File: src/rtl/cqpe_pkg.sv
package cqpe_pkg;
  localparam int ENTRY_W = 128;
  localparam int CODE_W  = 15;

  function automatic logic [ENTRY_W-1:0] pack_entry(
    input logic [CODE_W-1:0] code,
    input logic              phase,
    input logic [15:0]       cid,
    input logic [15:0]       sqid,
    input logic [15:0]       sq_head
  );
    return {code, phase, cid, sqid, sq_head, 64'd0};
  endfunction
endpackage

File: src/rtl/cqpe_ring.sv
module cqpe_ring #(
  parameter int PTR_W = 16
) (
  input  logic             clk,
  input  logic             rst_n,
  input  logic             load,
  input  logic [PTR_W-1:0] qsize,
  input  logic             adv,
  input  logic             head_we,
  input  logic [PTR_W-1:0] head_val,
  output logic [PTR_W-1:0] tail,
  output logic             phase,
  output logic             full
);
  logic [PTR_W-1:0] tail_q, head_q, last_q, tail_inc;
  logic             phase_q, at_last;

  always_comb begin
    at_last  = (tail_q == last_q);
    tail_inc = at_last ? '0 : tail_q + 1'b1;
  end

  always_ff @(posedge clk) begin
    if (!rst_n) begin
      tail_q  <= '0;
      head_q  <= '0;
      last_q  <= '0;
      phase_q <= 1'b1;
    end else if (load) begin
      tail_q  <= '0;
      head_q  <= '0;
      last_q  <= qsize;
      phase_q <= 1'b1;
    end else begin
      if (adv) begin
        tail_q <= tail_inc;
        if (at_last) phase_q <= ~phase_q;
      end
      if (head_we && (head_val <= last_q)) head_q <= head_val;
    end
  end

  assign tail  = tail_q;
  assign phase = phase_q;
  assign full  = (tail_inc == head_q);


  wrap_phase_chk: assert property (@(posedge clk) disable iff (!rst_n)
    (adv && !load && at_last) |=> (tail_q == '0 && phase_q != $past(phase_q)));


  tail_hold_chk: assert property (@(posedge clk) disable iff (!rst_n)
    (!adv && !load) |=> $stable(tail_q));


  head_range_chk: assert property (@(posedge clk) disable iff (!rst_n)
    (head_we && !load && head_val > last_q) |=> $stable(head_q));
endmodule

File: src/rtl/cqpe_entry_fmt.sv
module cqpe_entry_fmt
  import cqpe_pkg::*;
#(
  parameter int ADDR_W   = 32,
  parameter int PTR_W    = 16,
  parameter int ESZ_LOG2 = 4
) (
  input  logic [ADDR_W-1:0]  base,
  input  logic [PTR_W-1:0]   tail,
  input  logic               phase,
  input  logic [15:0]        cid,
  input  logic [15:0]        sqid,
  input  logic [15:0]        sq_head,
  input  logic [CODE_W-1:0]  code,
  output logic [ADDR_W-1:0]  addr,
  output logic [ENTRY_W-1:0] data
);
  logic [ADDR_W-1:0] slot_off;

  always_comb begin
    slot_off = ADDR_W'(tail) << ESZ_LOG2;
    addr     = base + slot_off;
    data     = pack_entry(code, phase, cid, sqid, sq_head);
  end
endmodule

File: src/rtl/cqpe_irq.sv
module cqpe_irq (
  input  logic clk,
  input  logic rst_n,
  input  logic load,
  input  logic acc,
  input  logic irq_en,
  input  logic vec_en,
  output logic msg,
  output logic pin
);
  logic posted_q, msg_q, pin_q, batch_end;

  assign batch_end = posted_q && !acc;

  always_ff @(posedge clk) begin
    if (!rst_n || load) begin
      posted_q <= 1'b0;
      msg_q    <= 1'b0;
      pin_q    <= 1'b0;
    end else begin
      posted_q <= acc;
      msg_q    <= batch_end && irq_en && vec_en;
      pin_q    <= batch_end && irq_en && !vec_en;
    end
  end

  assign msg = msg_q;
  assign pin = pin_q;


  irq_excl_chk: assert property (@(posedge clk) disable iff (!rst_n)
    $onehot0({msg_q, pin_q}));


  irq_cause_chk: assert property (@(posedge clk) disable iff (!rst_n)
    (msg_q || pin_q) |-> ($past(posted_q) && !$past(acc)));
endmodule

File: src/rtl/cq_post_engine.sv
module cq_post_engine
  import cqpe_pkg::*;
#(
  parameter int ADDR_W   = 32,
  parameter int PTR_W    = 16,
  parameter int VEC_W    = 8,
  parameter int ESZ_LOG2 = 4
) (
  input  logic               clk,
  input  logic               rst_n,
  input  logic               cfg_load,
  input  logic [ADDR_W-1:0]  cfg_base,
  input  logic [PTR_W-1:0]   cfg_qsize,
  input  logic               cfg_irq_en,
  input  logic               cfg_vec_en,
  input  logic [VEC_W-1:0]   cfg_vector,
  input  logic               cpl_valid,
  output logic               cpl_ready,
  input  logic [15:0]        cpl_cid,
  input  logic [15:0]        cpl_sqid,
  input  logic [15:0]        cpl_sq_head,
  input  logic [CODE_W-1:0]  cpl_status,
  input  logic               head_we,
  input  logic [PTR_W-1:0]   head_val,
  output logic               wr_valid,
  input  logic               wr_ready,
  output logic [ADDR_W-1:0]  wr_addr,
  output logic [ENTRY_W-1:0] wr_data,
  output logic               irq_msg_valid,
  output logic [VEC_W-1:0]   irq_msg_vector,
  output logic               irq_pin_pulse
);
  logic [ADDR_W-1:0] base_q;
  logic [VEC_W-1:0]  vec_q;
  logic              active_q, ien_q, ven_q;
  logic [PTR_W-1:0]  ring_tail;
  logic              ring_phase, ring_full, post_ok, accept;

  always_ff @(posedge clk) begin
    if (!rst_n) begin
      active_q <= 1'b0;
      base_q   <= '0;
      vec_q    <= '0;
      ien_q    <= 1'b0;
      ven_q    <= 1'b0;
    end else if (cfg_load) begin
      active_q <= 1'b1;
      base_q   <= cfg_base;
      vec_q    <= cfg_vector;
      ien_q    <= cfg_irq_en;
      ven_q    <= cfg_vec_en;
    end
  end

  assign post_ok   = active_q && !cfg_load && !ring_full;
  assign wr_valid  = post_ok && cpl_valid;
  assign accept    = wr_valid && wr_ready;
  assign cpl_ready = accept;

  cqpe_ring #(.PTR_W(PTR_W)) u_ring (
    .clk      (clk),
    .rst_n    (rst_n),
    .load     (cfg_load),
    .qsize    (cfg_qsize),
    .adv      (accept),
    .head_we  (head_we),
    .head_val (head_val),
    .tail     (ring_tail),
    .phase    (ring_phase),
    .full     (ring_full)
  );

  cqpe_entry_fmt #(.ADDR_W(ADDR_W), .PTR_W(PTR_W), .ESZ_LOG2(ESZ_LOG2)) u_fmt (
    .base    (base_q),
    .tail    (ring_tail),
    .phase   (ring_phase),
    .cid     (cpl_cid),
    .sqid    (cpl_sqid),
    .sq_head (cpl_sq_head),
    .code    (cpl_status),
    .addr    (wr_addr),
    .data    (wr_data)
  );

  cqpe_irq u_irq (
    .clk    (clk),
    .rst_n  (rst_n),
    .load   (cfg_load),
    .acc    (accept),
    .irq_en (ien_q),
    .vec_en (ven_q),
    .msg    (irq_msg_valid),
    .pin    (irq_pin_pulse)
  );

  assign irq_msg_vector = vec_q;


  full_block_chk: assert property (@(posedge clk) disable iff (!rst_n)
    ring_full |-> !wr_valid);


  handshake_adv_chk: assert property (@(posedge clk) disable iff (!rst_n)
    cpl_ready |=> (ring_tail != $past(ring_tail)));


  idle_before_load_chk: assert property (@(posedge clk) disable iff (!rst_n)
    !active_q |-> (!wr_valid && !cpl_ready));
endmodule

File: config.mk
export PLATFORM = sky130hd
export DESIGN_NAME = cq_post_engine
export DESIGN_NICKNAME = d
export VERILOG_FILES = /design/src/rtl/cqpe_pkg.sv /design/src/rtl/cqpe_ring.sv /design/src/rtl/cqpe_entry_fmt.sv /design/src/rtl/cqpe_irq.sv /design/src/rtl/cq_post_engine.sv
export SDC_FILE = /design/constraint.sdc
export NUM_CORES = 1
export LEC_CHECK = 0
export ABC_AREA = 1
export BUFFER_PORTS_ARGS = -buffer_cell sky130_fd_sc_hd__buf_2
export CAP_MARGIN = 20
export CORE_UTILIZATION = 41
export CTS_CLUSTER_DIAMETER = 120
export DETAILED_ROUTE_END_ITERATION = 10
export PLACE_DENSITY = 0.75
export SKIP_LAST_GASP = 1
export SYNTH_ARGS = -nofsm -noshare
export SYNTH_HDL_FRONTEND = slang
export SYNTH_HIERARCHICAL = 1
export SYNTH_SLANG_ARGS = --single-unit
export TNS_END_PERCENT = 50
File: constraint.sdc
create_clock -name clk -period 3.6 [get_ports clk]
set_input_delay 0.18 -clock clk [delete_from_list [all_inputs] [get_ports clk]]
set_output_delay 0.18 -clock clk [all_outputs]
set_load 0.05 [all_outputs]
== After elaboration in Yosys (flattened, before gate mapping) ==
Index checks and enable logic that the tools add are counted.
Operators by class
  $add $sub $neg: 2
  $lt $le $gt $ge: 1
  eq/ne operators: 2
  muxes and demuxes: 1
  bitwise logic cells: 2
  reduce and logical (&&, ||, !) cells: 17
Operators with widths (number)
  $add A32 B20 Y32: 1
  $eq A16 B16 Y1: 2
  $add A16 B1 Y16 const B: 1
  $le A16 B16 Y1: 1
  $mux W16: 1
  $logic_and A1 B1 Y1: 9
  $logic_not A1 Y1: 5
  $not A1 Y1: 2
  $reduce_and A2 Y1: 1
  $reduce_or A2 Y1: 1
  $logic_or A1 B1 Y1: 1
Storage, ports and cells
  bits in registers: 95
  output and inout bits: 172
  logic and storage cells: 37

== Longest topological paths before layout ==
  word-level depth: 11
  gate-level depth with buffers: 21

== Hierarchy ==
Netlist, hierarchy kept.
By module, submodules not included
  cqpe_ring: instances 1, cells each 489, area an instance 3051.7 um2, seq. area each 980.9 um2
  cqpe_entry_fmt: instances 1, cells each 473, area an instance 2590.0 um2, seq. area each 0.0 um2
  cq_post_engine: instances 1, cells each 192, area an instance 1554.0 um2, seq. area each 860.8 um2
  cqpe_irq: instances 1, cells each 13, area an instance 106.4 um2, seq. area each 60.1 um2

== Least setup slack after synthesis ==
OpenSTA, ideal clock, no wires.
  kind: register to register
  from: reg u_ring.tail_q[1] (netlist: u_ring/tail[1])
  to: reg u_ring.tail_q[12] (netlist: u_ring/tail[12])
  library setup time: 70 ps
  data arrival time: 3083 ps
  required time: 3530 ps
  setup slack: 447 ps
  cell stages (with the launch flop): 21
  cells stage by stage: dfxtp_1 ha_1 nand3_1 nor3_4 nand2_1 nand2_1 nand2_1 inv_1 nand2_1 nand2_1 nand2_1 nand2_1 nor2_1 nand2_1 nor2_1 nor2_1 nand2_1 nor2_1 clkbuf_1 o21ai_0 a21oi_1
Between the ends
  longest elaborated chain between the ends: 7
Ends and longest elaborated chain
  start: declaration: line cqpe_ring.sv:15  | logic [PTR_W-1:0] tail_q, head_q, last_q, tail_inc;
  start signal: assignment: line cqpe_ring.sv:36  | tail_q <= tail_inc;
  $add A16 B1 Y16 or $eq A16 B16 Y1 (tied branches): line cqpe_ring.sv:20, cqpe_ring.sv:19
  $mux W16 (*): line cqpe_ring.sv:20  | tail_inc = at_last ? '0 : tail_q + 1'b1;
  $eq A16 B16 Y1 (*): line cqpe_ring.sv:45  | assign full = (tail_inc == head_q);
  net ring_full: line cq_post_engine.sv:37  | logic ring_phase, ring_full, post_ok, accept;
  $logic_not A1 Y1 (*): line cq_post_engine.sv:55  | assign post_ok = active_q && !cfg_load && !ring_full;
  $logic_and A1 B1 Y1 (*): line cq_post_engine.sv:55
  $logic_and A1 B1 Y1 (*): line cq_post_engine.sv:56  | assign wr_valid = post_ok && cpl_valid;
  $logic_and A1 B1 Y1 (*): line cq_post_engine.sv:57  | assign accept = wr_valid && wr_ready;
  net cpl_ready: line cq_post_engine.sv:18  | output logic cpl_ready,
Mark *: on every way through the listed nets, which the timed path passes. The rest lies on a longest branch.
A chain may end at the register's enable or synchronous reset.

== Final worst setup path ==
  from: reg u_ring.tail_q[2] (netlist: u_ring/tail[2])
  to: out cpl_ready
Between the ends
  longest elaborated chain between the ends: 7
Ends and longest elaborated chain (line)
  $add A16 B1 Y16 or $eq A16 B16 Y1 (tied branches): cqpe_ring.sv:20, cqpe_ring.sv:19
  $mux W16 (*): cqpe_ring.sv:20
  $eq A16 B16 Y1 (*): cqpe_ring.sv:45
  net ring_full: cq_post_engine.sv:37
  $logic_not A1 Y1 (*): cq_post_engine.sv:55
  $logic_and A1 B1 Y1 (*): cq_post_engine.sv:55
  $logic_and A1 B1 Y1 (*): cq_post_engine.sv:56
  $logic_and A1 B1 Y1 (*): cq_post_engine.sv:57
  end: declaration: cq_post_engine.sv:18
Marked as above.

==> reports/summary.md <==
The share of flip-flops with an asynchronous set or reset is 0. The run finished with clean final reports. STA classifies the critical path startpoint as a flip-flop. The tools report the hold violation count in the final report as 0.

Worst relative slew slack: 0.2379. Detailed placement ended at an HPWL of 16210 um. The height of the chip came out at 135.5 um. The CTS buffer count is 9, and the yosys synthesis warning count is 6. Input and output buffers added on the ports amount to 124.

Once placement finished, the instance area stood at 0.007296 mm2. The tree is rooted in a sky130_fd_sc_hd__clkbuf_16. Count of antenna diodes in the layout: 0. The tools report the max-slew violation count as 0. The tools report the critical path required time as 3420 ps. The proportion of layout cells with a drive suffix above 1 works out to 0.1399. The area growth from synthesis to layout came out at 4.421%. The residual DRC count was 0. Routability-driven placement finished with a final weighted congestion of 0.8992. The depth of the most critical reg-to-reg path is 20. The die covers 0.01835 mm2. The fraction of post-synthesis cell area in the top cell type by area works out to 0.2605.

The tightest min-delay check is of the input port to flip-flop type. The mean routed wirelength per cell was 14.19 um. In this run the worst path has a maximum fanout of 25.

TritonCTS built the clock tree. The final layout contains routed wiring with a total length of 20430 um. The tools report the global-route wire length before repair as 31330 um. Adding up every negative setup slack in the final design gives 0 ps.

Hold timing on the final database bottoms out at a slack of 37.32 ps. The tools report the register area share after synthesis as 0.2605. Averaged over all synthesized cells, the footprint is 6.257 um2. The final worst clock skew was 10.89 ps.

The startpoint identified for the worst hold timing path is cfg_vec_en. The run gives 0 as the remaining number of nets flagged by the antenna check after routing. For hold timing, the worst endpoint is ven_q.

The H-tree was split into 3 levels. The worst hold path passes through 3 cells. The tools report the critical path capture point type as an output pin.

For this run the aggregate overflow at the end of global routing stands at 0. Clock tree synthesis found a total of 95 sinks. Setup repair after global routing left no endpoint under its margin. The initialized floorplan defines 48 standard-cell rows. The all-layer global routing usage is 0.2234, and the clock-pin slew on the worst setup and hold paths is 70 ps.

The iteration count of the initial detailed-routing pass was 5. The number of global-route vias before repair came out at 6133. Power spread over the standard cell area amounts to 373.2 mW/mm2. The area of the placeable core was 0.01736 mm2. The instance count of the mapped netlist was 1167. The endpoint identified for the worst register-to-register timing path is u_ring/tail[0]. The count of flip-flops with a built-in enable after synthesis works out to 0. Counting flops and latches in the post-synthesis netlist gives 95. The logs give 0 for the hold buffer count at cts and 30 for the number of library cell types mapped by synthesis. The tool flagged a number of max-cap violations equal to 0. The final-stage net count was 1387; the pin count of the biggest net entering global routing was 63. The share of the clock period used by the worst path was 0.9203; the largest voltage drop on the vdd net was 0.2528 mV. The post-route cell area came out at 0.007625 mm2. For this block, the initial DRC count from the detailed router was 475.

Summed over all cells, the static leakage comes to 4.113 nW. Summing every instance area after synthesis gives 0.007302 mm2. In this run the count of I/O pins placed on the die edge is 315. The routed via count divided by cell count came out at 4.797.

The dominant cell type by area after synthesis was sky130_fd_sc_hd__dfxtp_1. Static timing analysis puts the maximum clock frequency at 301.8 MHz. The critical register-to-register path startpoint was u_ring/tail[1].

The maximum number of buffers from clock root to sink is 2, and the latest clock arrival within the worst-skew pair is 360 ps. The routed layout has 6907 vias. Clock period minus worst slack: 3313 ps. The run gives 0.4207 as the starting density of the core. The slew at the pin with the worst max-slew slack is 1139 ps. After synthesis, the cell types taking the most area are sky130_fd_sc_hd__dfxtp_1, sky130_fd_sc_hd__nand2_1, sky130_fd_sc_hd__buf_4. The logs give 3130 ps for the critical path arrival and 630 ps for the internal reg-to-reg setup slack. Fill cells in the final layout number 1872. The critical path in this run is classified as flip-flop to output pin.

Setup violations remaining at the end of the flow were counted as 0. The number of antenna violations at the first check in global routing is 0. Among all flip-flop cells after synthesis, the most frequent one is sky130_fd_sc_hd__dfxtp_1.

The die width works out to 135.5 um.
==> cells in the mapped netlist, types with 3 or more instances <==
| library cell | count |
|---|---|
| sky130_fd_sc_hd__nand2_1 | 317 |
| sky130_fd_sc_hd__nor2_1 | 174 |
| sky130_fd_sc_hd__buf_4 | 132 |
| sky130_fd_sc_hd__inv_1 | 128 |
| sky130_fd_sc_hd__dfxtp_1 | 95 |
| sky130_fd_sc_hd__o21ai_0 | 79 |
| sky130_fd_sc_hd__nand3_1 | 64 |
| sky130_fd_sc_hd__a21oi_1 | 48 |
| sky130_fd_sc_hd__ha_1 | 33 |
| sky130_fd_sc_hd__xor2_1 | 24 |
| sky130_fd_sc_hd__clkbuf_1 | 11 |
| sky130_fd_sc_hd__buf_6 | 10 |
| sky130_fd_sc_hd__buf_2 | 8 |
| sky130_fd_sc_hd__nand3b_1 | 7 |
| sky130_fd_sc_hd__nand4_1 | 7 |
| sky130_fd_sc_hd__inv_2 | 6 |
| sky130_fd_sc_hd__nor2_2 | 5 |
| sky130_fd_sc_hd__nor3_1 | 3 |
==> metal layers <==
layer	part of all wire	GRT usage	up-vias
met5	0	0	-
met4	0.039	0.1174	0
met3	0.078	0.04153	49
met2	0.46	0.3587	304
met1	0.42	0.2836	3038
li1	-	-	3516
==> report_power, final <==
part / internal, mW / switching [mW] / leakage [nW]
logic: 0.163 / 0.507 / 3.18
registers: 1.11 / 0.0449 / 0.783
clock network: 0.562 / 0.462 / 0.145
==> layout by cell type, fill, tap and decap left out, drive strengths merged, types with 11 or more instances in the layout <==
| master | count |
|---|---|
| a21oi | 48 |
| buf | 129 |
| clkbuf | 11 |
| conb | 64 |
| dfxtp | 95 |
| ha | 33 |
| inv | 137 |
| nand2 | 319 |
| nand3 | 66 |
| nor2 | 179 |
| o21ai | 79 |
| xor2 | 24 |
==> how the worst max path moves through the flow <==
stage	startpoint	end	slack, ps	depth (start not counted)
final	u_ring/tail[2]	cpl_ready	290	17
after global routing	u_ring/tail[6]	cpl_ready	20	20
after CTS	u_ring/tail[1]	cpl_ready	170	16
after detailed placement	u_ring/tail[1]	cpl_ready	570	17
after global placement	u_ring/tail[1]	cpl_ready	560	16
after floorplan	u_ring/tail[1]	u_ring/tail[12]	450	20
==> worst max-delay path, cell delays in order, from the launching register on <==
cell and delay [ps]:
sky130_fd_sc_hd__dfxtp_1 510, sky130_fd_sc_hd__nand3_1 250, sky130_fd_sc_hd__inv_1 140, sky130_fd_sc_hd__nand2_1 130, sky130_fd_sc_hd__nor2_1 190, sky130_fd_sc_hd__xor2_1 250, sky130_fd_sc_hd__nand2_1 110, sky130_fd_sc_hd__nand2_1 80
sky130_fd_sc_hd__nand2_1 50, sky130_fd_sc_hd__nand2_1 60, sky130_fd_sc_hd__nor2_1 50, sky130_fd_sc_hd__nand2_1 50, sky130_fd_sc_hd__nor2_1 50, sky130_fd_sc_hd__nor2_1 90, sky130_fd_sc_hd__nand2_1 80, sky130_fd_sc_hd__nor2_2 110
sky130_fd_sc_hd__buf_4 270, sky130_fd_sc_hd__clkbuf_4 290
==> cells by family after synthesis <==
kind of cell / Yosys count / synth area share
AND/OR/NAND/NOR: 585 / 0.3261
XOR/XNOR: 26 / 0.03119
buffers and inverters: 296 / 0.2324
other: 1 / 0.0005136
AO/OA/AOI/OAI: 130 / 0.09013
adder cells (fa/ha/maj): 34 / 0.05929
flip-flops: 95 / 0.2605
==> metrics by stage <==
stage               power, mW  worst slack (ps)  instances    util
global placement        1.835             558.2       1423  0.4203
CTS                     2.857             165.7       1439  0.4380
floorplan               1.934             446.8       1230       -
finish                  2.846             286.9       1440  0.4393
detailed placement      1.842             574.4       1423  0.4203
global route            2.968             24.96       1440  0.4393
==> layout make-up <==
class                      instances  area [um2]  area share
clock buffer                      10       239.0     0.03134
clock inverter                     6       67.56    0.008861
inverter                         135       511.7     0.06712
multi-input combinational        839        3953      0.5184
sequential                        95        1904      0.2498
tap                              225       281.5     0.03692
timing repair buffer             130       668.1     0.08763
==> timing repair <==
action,CTS,global route
setup endpoints to repair,0,1
gates resized for setup,0,5
setup buffers,0,1
==> state kept, by name (all words and copies together) (netlist names) <==
name,cells
base_q,32
u_ring/head_q,16
u_ring/last_q,16
u_ring/tail,16
irq_msg_vector,8
active_q,1
ien_q,1
u_irq/msg,1
u_irq/pin,1
u_irq/posted_q,1
u_ring/phase,1
ven_q,1
No activity file was read; power rests on OpenSTA's default activity.
